$ cat src/rtl/kwdt_pkg.sv
package kwdt_pkg;

    typedef enum logic [1:0] {
        ST_STOP = 2'd0,
        ST_RUN  = 2'd1,
        ST_FIRE = 2'd2
    } wd_state_e;

    localparam int unsigned DEF_CNT_W     = 8;
    localparam int unsigned DEF_SEL_W     = 3;
    localparam int unsigned DEF_BASE_LOG2 = 5;

endpackage

$ cat src/rtl/kwdt_prescaler.sv
module kwdt_prescaler #(
    parameter int unsigned SEL_W     = 3,
    parameter int unsigned BASE_LOG2 = 5
) (
    input  logic             clk,
    input  logic             rst_n,
    input  logic             run_i,
    input  logic             restart_i,
    input  logic [SEL_W-1:0] sel_i,
    output logic             tick_o
);
    localparam int unsigned MAX_SEL = (1 << SEL_W) - 1;
    localparam int unsigned PRE_W   = BASE_LOG2 + MAX_SEL;

    logic [PRE_W-1:0] pre_q;
    logic [PRE_W-1:0] limit;

    // Terminal count for divide ratio 2^(BASE_LOG2+sel), minus one
    always_comb begin
        limit = {PRE_W{1'b1}} >> (SEL_W'(MAX_SEL) - sel_i);
    end

    assign tick_o = run_i && !restart_i && (pre_q == limit);

    always_ff @(posedge clk or negedge rst_n) begin
        if (!rst_n) begin
            pre_q <= '0;
        end else if (!run_i || restart_i) begin
            pre_q <= '0;
        end else if (pre_q == limit) begin
            pre_q <= '0;
        end else begin
            pre_q <= pre_q + 1'b1;
        end
    end

    // prescaler is parked at zero while counting is disabled
    a_r6_prescaler_parked: assert property (@(posedge clk) disable iff (!rst_n)
        !run_i |=> (pre_q == '0));

    // a restart always leaves the prescaler at zero
    a_r10_restart_zero: assert property (@(posedge clk) disable iff (!rst_n)
        restart_i |=> (pre_q == '0) && !tick_o);

endmodule

$ cat src/rtl/kwdt_regs.sv
module kwdt_regs #(
    parameter int unsigned CNT_W   = 8,
    parameter int unsigned SEL_W   = 3,
    parameter logic [CNT_W-1:0] KEY_CNT = 8'h5A,
    parameter logic [CNT_W-1:0] KEY_CSR = 8'hA5
) (
    input  logic               clk,
    input  logic               rst_n,
    input  logic               wr_en,
    input  logic               wr_wide,
    input  logic               wr_tgt,
    input  logic [2*CNT_W-1:0] wr_data,
    input  logic               rd_tgt,
    input  logic               tick_i,
    output logic [CNT_W-1:0]   rd_data,
    output logic               en_o,
    output logic               mode_o,
    output logic               flag_o,
    output logic [SEL_W-1:0]   sel_o,
    output logic               sel_chg_o,
    output logic               wrap_o
);
    localparam int unsigned FLAG_B = CNT_W - 1;
    localparam int unsigned MODE_B = CNT_W - 2;
    localparam int unsigned EN_B   = CNT_W - 3;
    localparam int unsigned PAD_W  = CNT_W - 3 - SEL_W;

    logic [CNT_W-1:0] cnt_q;
    logic             flag_q, mode_q, en_q;
    logic [SEL_W-1:0] sel_q;

    logic [CNT_W-1:0] key_b, low_b;
    logic             cnt_load, csr_load;

    assign key_b = wr_data[2*CNT_W-1:CNT_W];
    assign low_b = wr_data[CNT_W-1:0];

    assign cnt_load = wr_en && wr_wide && !wr_tgt && (key_b == KEY_CNT);
    assign csr_load = wr_en && wr_wide &&  wr_tgt && (key_b == KEY_CSR);

    assign sel_chg_o = csr_load && (low_b[SEL_W-1:0] != sel_q);
    assign wrap_o    = tick_i && !cnt_load && (cnt_q == {CNT_W{1'b1}});

    always_ff @(posedge clk or negedge rst_n) begin
        if (!rst_n) begin
            cnt_q <= '0;
        end else if (cnt_load) begin
            cnt_q <= low_b;
        end else if (tick_i) begin
            cnt_q <= cnt_q + 1'b1;
        end
    end

    always_ff @(posedge clk or negedge rst_n) begin
        if (!rst_n) begin
            flag_q <= 1'b0;
            mode_q <= 1'b0;
            en_q   <= 1'b0;
            sel_q  <= '0;
        end else begin
            if (csr_load) begin
                mode_q <= low_b[MODE_B];
                en_q   <= low_b[EN_B];
                sel_q  <= low_b[SEL_W-1:0];
            end
            if (wrap_o) begin
                flag_q <= 1'b1;
            end else if (csr_load && !low_b[FLAG_B]) begin
                flag_q <= 1'b0;
            end
        end
    end

    always_comb begin
        if (rd_tgt) begin
            rd_data = {flag_q, mode_q, en_q, {PAD_W{1'b0}}, sel_q};
        end else begin
            rd_data = cnt_q;
        end
    end

    assign en_o   = en_q;
    assign mode_o = mode_q;
    assign flag_o = flag_q;
    assign sel_o  = sel_q;

    // counter frozen while disabled and not written
    a_r6_count_hold: assert property (@(posedge clk) disable iff (!rst_n)
        (!en_q && !cnt_load) |=> (cnt_q == $past(cnt_q)));

    // flag stays set unless a keyed clearing write arrives
    a_r7_flag_sticky: assert property (@(posedge clk) disable iff (!rst_n)
        (flag_q && !(csr_load && !low_b[FLAG_B])) |=> flag_q);

    // rejected control writes leave the control fields untouched
    a_r4_csr_ignored: assert property (@(posedge clk) disable iff (!rst_n)
        (wr_en && wr_tgt && !csr_load && !wrap_o) |=>
        ($stable(flag_q) && $stable(mode_q) && $stable(en_q) && $stable(sel_q)));

    // a keyed counter write never coincides with a recorded wrap
    a_r11_write_wins: assert property (@(posedge clk) disable iff (!rst_n)
        cnt_load |=> (cnt_q == $past(low_b)));

endmodule

$ cat src/rtl/kwdt_fsm.sv
module kwdt_fsm
    import kwdt_pkg::*;
(
    input  logic clk,
    input  logic rst_n,
    input  logic en_i,
    input  logic wrap_i,
    input  logic mode_i,
    input  logic flag_i,
    output logic irq_req,
    output logic rst_req
);
    wd_state_e state_q, state_d;

    always_ff @(posedge clk or negedge rst_n) begin
        if (!rst_n) begin
            state_q <= ST_STOP;
        end else begin
            state_q <= state_d;
        end
    end

    always_comb begin
        state_d = state_q;
        unique case (state_q)
            ST_STOP: if (en_i) state_d = ST_RUN;
            ST_RUN: begin
                if (wrap_i)     state_d = ST_FIRE;
                else if (!en_i) state_d = ST_STOP;
            end
            ST_FIRE: begin
                if (wrap_i)     state_d = ST_FIRE;
                else if (en_i)  state_d = ST_RUN;
                else            state_d = ST_STOP;
            end
            default: state_d = ST_STOP;
        endcase
    end

    always_comb begin
        rst_req = (state_q == ST_FIRE) && mode_i;
        irq_req = flag_i && !mode_i;
    end

    // a wrap moves the machine into the firing state
    a_r8_wrap_fires: assert property (@(posedge clk) disable iff (!rst_n)
        wrap_i |=> (state_q == ST_FIRE));

    // reset request never lasts more than one cycle
    a_r8_single_pulse: assert property (@(posedge clk) disable iff (!rst_n)
        rst_req |=> !rst_req);

    // no wrap is seen while counting is off
    a_r6_no_wrap_stopped: assert property (@(posedge clk) disable iff (!rst_n)
        !en_i |-> !wrap_i);

endmodule

$ cat src/rtl/kwdt_top.sv
module kwdt_top #(
    parameter int unsigned CNT_W     = kwdt_pkg::DEF_CNT_W,
    parameter int unsigned SEL_W     = kwdt_pkg::DEF_SEL_W,
    parameter int unsigned BASE_LOG2 = kwdt_pkg::DEF_BASE_LOG2,
    parameter logic [CNT_W-1:0] KEY_CNT = 8'h5A,
    parameter logic [CNT_W-1:0] KEY_CSR = 8'hA5
) (
    input  logic               clk,
    input  logic               rst_n,
    input  logic               wr_en,
    input  logic               wr_wide,
    input  logic               wr_tgt,
    input  logic [2*CNT_W-1:0] wr_data,
    input  logic               rd_tgt,
    output logic [CNT_W-1:0]   rd_data,
    output logic               irq_req,
    output logic               rst_req
);
    logic             tick, wrap, sel_chg;
    logic             en, mode, flag;
    logic [SEL_W-1:0] sel;

    kwdt_regs #(
        .CNT_W   (CNT_W),
        .SEL_W   (SEL_W),
        .KEY_CNT (KEY_CNT),
        .KEY_CSR (KEY_CSR)
    ) u_regs (
        .clk       (clk),
        .rst_n     (rst_n),
        .wr_en     (wr_en),
        .wr_wide   (wr_wide),
        .wr_tgt    (wr_tgt),
        .wr_data   (wr_data),
        .rd_tgt    (rd_tgt),
        .tick_i    (tick),
        .rd_data   (rd_data),
        .en_o      (en),
        .mode_o    (mode),
        .flag_o    (flag),
        .sel_o     (sel),
        .sel_chg_o (sel_chg),
        .wrap_o    (wrap)
    );

    kwdt_prescaler #(
        .SEL_W     (SEL_W),
        .BASE_LOG2 (BASE_LOG2)
    ) u_pre (
        .clk       (clk),
        .rst_n     (rst_n),
        .run_i     (en),
        .restart_i (sel_chg),
        .sel_i     (sel),
        .tick_o    (tick)
    );

    kwdt_fsm u_fsm (
        .clk     (clk),
        .rst_n   (rst_n),
        .en_i    (en),
        .wrap_i  (wrap),
        .mode_i  (mode),
        .flag_i  (flag),
        .irq_req (irq_req),
        .rst_req (rst_req)
    );

    // interrupt level only appears in interrupt mode
    a_r9_irq_mode: assert property (@(posedge clk) disable iff (!rst_n)
        irq_req |-> !rst_req);

endmodule

$ cat config.mk
export PLATFORM = sky130hd
export DESIGN_NAME = kwdt_top
export DESIGN_NICKNAME = d
export VERILOG_FILES = /design/src/rtl/kwdt_pkg.sv /design/src/rtl/kwdt_prescaler.sv /design/src/rtl/kwdt_regs.sv /design/src/rtl/kwdt_fsm.sv /design/src/rtl/kwdt_top.sv
export SDC_FILE = /design/constraint.sdc
export NUM_CORES = 1
export LEC_CHECK = 0
export CAP_MARGIN = 25
export CORE_MARGIN = 10
export CORE_UTILIZATION = 35
export CTS_BUF_LIST = sky130_fd_sc_hd__clkbuf_4 sky130_fd_sc_hd__clkbuf_8
export DETAILED_ROUTE_END_ITERATION = 10
export PLACE_DENSITY_LB_ADDON = 0.15
export SYNTH_ARGS = -nofsm -noshare
export SYNTH_HDL_FRONTEND = slang
export SYNTH_HIERARCHICAL = 1
export SYNTH_SLANG_ARGS = --single-unit
$ cat constraint.sdc
create_clock -name clk -period 7.06 [get_ports clk]
set_clock_uncertainty 0.05 [all_clocks]
set_input_delay 1.059 -clock clk [delete_from_list [all_inputs] [get_ports clk]]
set_output_delay 1.059 -clock clk [all_outputs]
set_load 0.01 [all_outputs]
==> impl_metrics.py, run 1 <==
metrics = {
    "status": {
        "status": "completed",
    },
    "place": {
        "place_hpwl_um": 3030,
        "io_buffer_count": 31,
        "routabilityCongestion": 0.841,
    },
    "worst_setup_path": {
        "path_buf_inv": 2,
        "path_depth": 3,
        "reg2reg_depth": 8,
        "critical_path.max_fanout": 8,
        "crit_family": "buffers and inverters",
        "criticalPathCategory": "in -> out",
        "worstPathArrival_ps": 2630,
        "required_ps": 5950,
        "cp_cell_sequence": "clkdlybuf4s50_1, mux2_2, clkdlybuf4s50_1",
        "ff2ff_setup_slack_ps": 4240,
        "cp-end-kind": "output port",
        "max_stage_delay_ps": 690,
        "critPathSlowestCell": "clkdlybuf4s50_1",
        "critPathMostFrequentCell": "clkdlybuf4s50_1",
        "start_kind": "input port",
    },
    "floorplan": {
        "die_area_sq_um": 8290,
        "fp.dieH_um": 91.1,
        "die_w_um": 91.1,
        "top_level_ports": 32,
        "rows": 25,
        "design.core.area_sq_um": 4820,
        "initial_core_util": 0.367,
    },
    "synthesis": {
        "synthTopCellsByArea": "dfrtp_1, mux2_2, xnor2_1, xor2_1, nor2_1",
        "ys_ff_latch": 28,
        "yosysSeqAreaShare": 0.396,
        "synth_edf_count": 0,
        "synth_flop_cell": "dfrtp_1",
        "synth_top_area_cell": "dfrtp_1",
        "syn_area_sq_um": 1770,
        "ys_types": 46,
        "synth_top_area_frac": 0.396,
        "syn_inst": 173,
        "syn_nets": 197,
        "synth_area_per_cell_sq_um": 10.2,
        "async_flop_share": 1.00,
        "yosysWarnings": 6,
    },
    "clocking": {
        "cts-htree-levels": 1,
        "postCtsSetupRepairBufs": 0,
        "cts_buffer_depth": 2,
        "clk_pin_slew_worst_paths_ps": 100,
        "cts_tree": "yes",
        "cts_sinks": 28,
        "cts-buffers-inserted": 3,
        "insertion_delay_ps": 270,
        "cts_resized": 0,
        "cts_root_buffer": "clkbuf_8",
        "cts_hold_buf": 0,
    },
    "global_route": {
        "grt-ovfl-total": 0,
        "grt_use_total": 0.0988,
        "grt_pass1_vias": 1426,
        "grt_use_met2": 0.168,
        "grt_max_degree": 29,
        "grt_pass1_wl_um": 6960,
        "grt_antenna_before_repair": 0,
        "met1_usage": 0.118,
        "busiest_layer": "met2",
        "gr-usage-met3": 0.0263,
    },
    "sta": {
        "max_freq_mhz": 267,
        "fin_crit_ps": 3740,
        "slew_viol_final": 0,
        "max_slew_margin": 0.506,
        "grt_setup_unrepaired": "false",
        "worstMarginPinSlew_ps": 740,
        "setup_viol": 0,
        "finalCritPeriodShare": 0.530,
        "hold_viol_final": 0,
        "fin_setup_tns_ps": 0,
    },
    "drt": {
        "ant_nets": 0,
        "wl_um": 4030,
        "firstDrtPassIters": 4,
        "drcViolationCount": 0,
        "viasPerCell": 5.16,
        "wl_per_cell_um": 15.0,
        "drtIter0Drc": 36,
        "via_count": 1384,
    },
    "layout": {
        "nNetsFinal": 226,
        "layout_common_cells": "clkdlybuf4s50_1, dfrtp_1, nor2_1",
        "diodes": 0,
        "final_util": 0.454,
        "area_delta_synth_final_pct": 23.6,
        "layout.cells.most_common": "clkdlybuf4s50_1",
        "drive_above_1_share": 0.144,
        "fill_cells": 483,
    },
    "power": {
        "ir_drop_mv": 0.0899,
        "sequentialPowerShare": 0.515,
        "switching_share": 0.202,
        "p_clk_frac": 0.395,
        "p_int_mw": 0.255,
        "p_comb_frac": 0.090,
        "p_per_area_nw_per_um2": 146,
        "netSwitchingPower_mw": 0.0646,
        "p_leak_nw": 0.862,
    },
    "flow_run": {
        "maxCapViolations": 0,
    },
    "min_path": {
        "hold_depth": 1,
        "hp-class": "reg -> reg",
    },
}
-- path summary, 6_finish.rpt --
path,from,to
min in group asynchronous,rst_n,u_pre/pre_q[10]
min,u_pre/pre_q[0],u_pre/pre_q[0]
max in group asynchronous,rst_n,u_regs/cnt_q[6]
min reg2reg,u_pre/pre_q[0],u_pre/pre_q[0]
max,rd_tgt,rd_data[0]
max reg2reg,u_regs/sel_o[2],u_fsm/state_q[0]
-- worst register-to-register path, stage by stage, from the launching register on --
cell and delay [ps]:
dfrtp_1 630, and2_2 230, a21oi_1 50, o32ai_2 620, and3b_2 400, nand2_1 170, nor4b_4 340, a21oi_1 70
o21a_1 170
-- synth_stat cells, types with 2 or more instances --
cell,count
a211oi_1,9
a21oi_1,11
and3b_2,2
buf_4,2
buf_6,2
clkbuf_1,2
dfrtp_1,28
ha_1,2
inv_1,5
mux2_2,11
nand2_1,8
nand2b_1,3
nand3_1,4
nand3b_1,2
nand4_1,7
nand4b_1,2
nor2_1,19
nor2b_1,3
nor3_1,4
o21a_1,2
xnor2_1,12
xor2_1,9
-- routing by layer --
metal | wire [um] | vias to the layer above
met5 | 0 | -
met4 | 23 | 0
met3 | 156 | 2
met2 | 2000 | 26
met1 | 1850 | 676
li1 | - | 680
-- power groups by stage --
stage,clock network (mW),registers [mW],logic [mW]
floorplan,0,0.167,0.00984
global placement,0,0.168,0.0290
detailed placement,0,0.168,0.0294
finish,0.126,0.165,0.0289
global route,0.137,0.165,0.0317
CTS,0.130,0.165,0.0296
-- registers in the layout, summed over array words and instances, names as in the netlist --
signal,cells
u_fsm/state_q,2
u_pre/pre_q,12
u_regs/cnt_q,8
u_regs/en_o,1
u_regs/flag_o,1
u_regs/mode_o,1
u_regs/sel_o,3
-- cells by family (layout without fill, tap and decap cells) --
group,after synthesis,in the layout,synth area share
AO/OA/AOI/OAI,29,29,0.120
XOR/XNOR,21,21,0.104
adder cells (fa/ha/maj),2,2,0.0142
buffers and inverters,13,41,0.0417
flip-flops,28,28,0.396
multiplexers,12,12,0.0757
AND/OR/NAND/NOR,68,68,0.248
-- through the flow --
step                std cells  area, sq um  power, mW  hold slack [ps]  setup WS, ps
detailed placement        264         2110      0.197              438          3300
finish                    268         2190      0.320              451          3320
global placement          264         2110      0.197              429          3330
global route              268         2190      0.334              477          3260
floorplan                 173         1770      0.177              405          4240
CTS                       268         2190      0.324              452          3320
-- cell type report --
class	instances	area, sq um	area share
timing repair buffer	32	318	0.145
clock inverter	1	30.0	0.0137
inverter	5	18.8	0.00859
tap	67	83.8	0.0384
multi-input combinational	132	993	0.454
clock buffer	3	41.3	0.0189
sequential	28	701	0.321
Note: power is estimated with default switching activity, not from simulation.
==> inputs of run 2 (changes only) <==
==> constraint.sdc (replaced) <==
create_clock -name clk -period 3.4 [get_ports clk]
set_clock_uncertainty 0.05 [all_clocks]
set_input_delay 0.51 -clock clk [delete_from_list [all_inputs] [get_ports clk]]
set_output_delay 0.51 -clock clk [all_outputs]
set_load 0.01 [all_outputs]
==> impl_metrics.py, run 2 (synthesis results as in run 1) <==
metrics = {
    "clocking": {
        "insertion_delay_ps": 280,
        "cts-buffers-inserted": 3,
        "postCtsSetupRepairBufs": 0,
        "cts_buffer_depth": 2,
        "cts_hold_buf": 0,
        "cts-htree-levels": 1,
        "cts_root_buffer": "clkbuf_8",
        "cts_resized": 0,
        "clk_pin_slew_worst_paths_ps": 100,
        "cts_sinks": 28,
        "cts_tree": "yes",
    },
    "min_path": {
        "min_to": "u_pre/pre_q[0]",
        "worstHoldStart": "u_pre/pre_q[0]",
        "hp-class": "reg -> reg",
        "hold_depth": 1,
    },
    "sta": {
        "slew_viol_final": 0,
        "hold_viol_final": 0,
        "setup_viol": 0,
        "max_freq_mhz": 357,
        "finalCritPeriodShare": 0.825,
        "max_slew_margin": 0.705,
        "worstMarginPinSlew_ps": 442,
        "grt_setup_unrepaired": "false",
        "fin_crit_ps": 2800,
        "fin_setup_tns_ps": 0,
    },
    "layout": {
        "drive_above_1_share": 0.153,
        "largest_register_ffs": 12,
        "area_delta_synth_final_pct": 24.5,
        "layout.cells.most_common": "clkdlybuf4s50_1",
        "layout_common_cells": "clkdlybuf4s50_1, dfrtp_1, nor2_1",
        "nNetsFinal": 228,
        "fill_cells": 479,
        "final_util": 0.457,
        "top_register": "u_pre/pre_q",
        "diodes": 0,
    },
    "drt": {
        "viasPerCell": 5.21,
        "drtIter0Drc": 82,
        "wl_um": 4190,
        "drcViolationCount": 0,
        "ant_nets": 0,
        "via_count": 1407,
        "wl_per_cell_um": 15.5,
        "firstDrtPassIters": 4,
    },
    "worst_setup_path": {
        "max_stage_delay_ps": 630,
        "path_buf_inv": 0,
        "start_kind": "flop",
        "ff2ff_setup_slack_ps": 600,
        "crit_family": "simple AND/OR/NAND/NOR gates",
        "reg2reg_to": "u_fsm/state_q[0]",
        "critical_path.max_fanout": 15,
        "reg2reg_from": "u_regs/sel_o[2]",
        "criticalPathCategory": "reg -> reg",
        "cp-end-kind": "flop",
        "worstPathArrival_ps": 2930,
        "critPathSlowestCell": "dfrtp_1",
        "required_ps": 3530,
        "cp_cell_sequence": "o21ai_2, a222oi_1, and4bb_1, and3b_2, nand2_1, nor4b_4, a21oi_1, o21a_1",
        "reg2reg_depth": 8,
    },
    "power": {
        "p_leak_nw": 0.870,
        "p_per_area_nw_per_um2": 305,
        "ir_drop_mv": 0.200,
    },
    "floorplan": {
        "die_w_um": 91.1,
        "rows": 25,
        "design.core.area_sq_um": 4820,
        "top_level_ports": 32,
        "initial_core_util": 0.367,
        "fp.dieH_um": 91.1,
        "die_area_sq_um": 8290,
    },
    "status": {
        "status": "completed",
    },
    "global_route": {
        "grt-ovfl-total": 0,
        "grt_pass1_wl_um": 7370,
        "grt_antenna_before_repair": 0,
        "grt_pass1_vias": 1523,
        "met1_usage": 0.125,
        "grt_use_total": 0.105,
        "grt_max_degree": 29,
        "grt_use_met2": 0.183,
        "busiest_layer": "met2",
        "gr-usage-met3": 0.0263,
    },
    "place": {
        "place_hpwl_um": 3200,
        "routabilityCongestion": 0.799,
        "io_buffer_count": 31,
    },
    "flow_run": {
        "maxCapViolations": 0,
    },
}
## run 2: cell count changes in the layout (fill, tap and decap cells not counted), sizes merged
| cell | previous run | this run |
|---|---|---|
| buf | 1 | 3 |
## run 2: layout make-up
| cell class | instances | area, sq um | area share |
|---|---|---|---|
| Multi-Input combinational cell | 132 | 993 | 0.451 |
| Clock inverter | 1 | 30.0 | 0.0136 |
| Inverter | 5 | 18.8 | 0.00853 |
| Tap cell | 67 | 83.8 | 0.0381 |
| Sequential cell | 28 | 701 | 0.318 |
| Clock buffer | 3 | 41.3 | 0.0188 |
| Timing Repair Buffer | 34 | 333 | 0.151 |
## run 2: worst max-delay path by stage
| stage | start | endpoint | slack, ps | cells after the start |
|---|---|---|---|---|
| 2_1_floorplan | u_regs/sel_o[1] | u_fsm/state_q[0] | 1040 | 10 |
| 3_3_place_gp | wr_data[13] | u_regs/cnt_q[5] | 500 | 10 |
| 3_5_place_dp | wr_data[13] | u_regs/cnt_q[5] | 490 | 10 |
| 4_1_cts | u_regs/sel_o[2] | u_fsm/state_q[0] | 610 | 8 |
| 5_1_grt | u_regs/sel_o[2] | u_fsm/state_q[0] | 400 | 8 |
| 6_report | u_regs/sel_o[2] | u_fsm/state_q[0] | 600 | 8 |
## run 2: where the power goes
part	internal, mW	leakage (nW)	switching [mW]
logic	0.0370	0.444	0.0240
registers	0.337	0.390	0.00605
clock network	0.158	0.0357	0.111
total	0.531	0.870	0.141
## run 2: per-stage QoR
step                power [mW]  instances  area (sq um)  setup slack [ps]  hold slack, ps
floorplan                0.367        173          1770              1040             164
global placement         0.409        266          2130               498             433
detailed placement       0.411        266          2130               488             437
CTS                      0.681        270          2200               609             452
global route             0.698        270          2200               398             485
finish                   0.672        270          2200               595             447
## run 2: worst register-to-register path, stage by stage, from the launching register on
cell      delay [ps]
dfrtp_1          630
o21ai_2          140
a222oi_1         370
and4bb_1         490
and3b_2          330
nand2_1          150
nor4b_4          320
a21oi_1           70
o21a_1           170
## run 2: metal layers
metal | part of all wire | routed length (um)
met1 | 0.44 | 1840
met5 | 0 | 0
met4 | 0.0055 | 23
met2 | 0.51 | 2140
met3 | 0.044 | 184
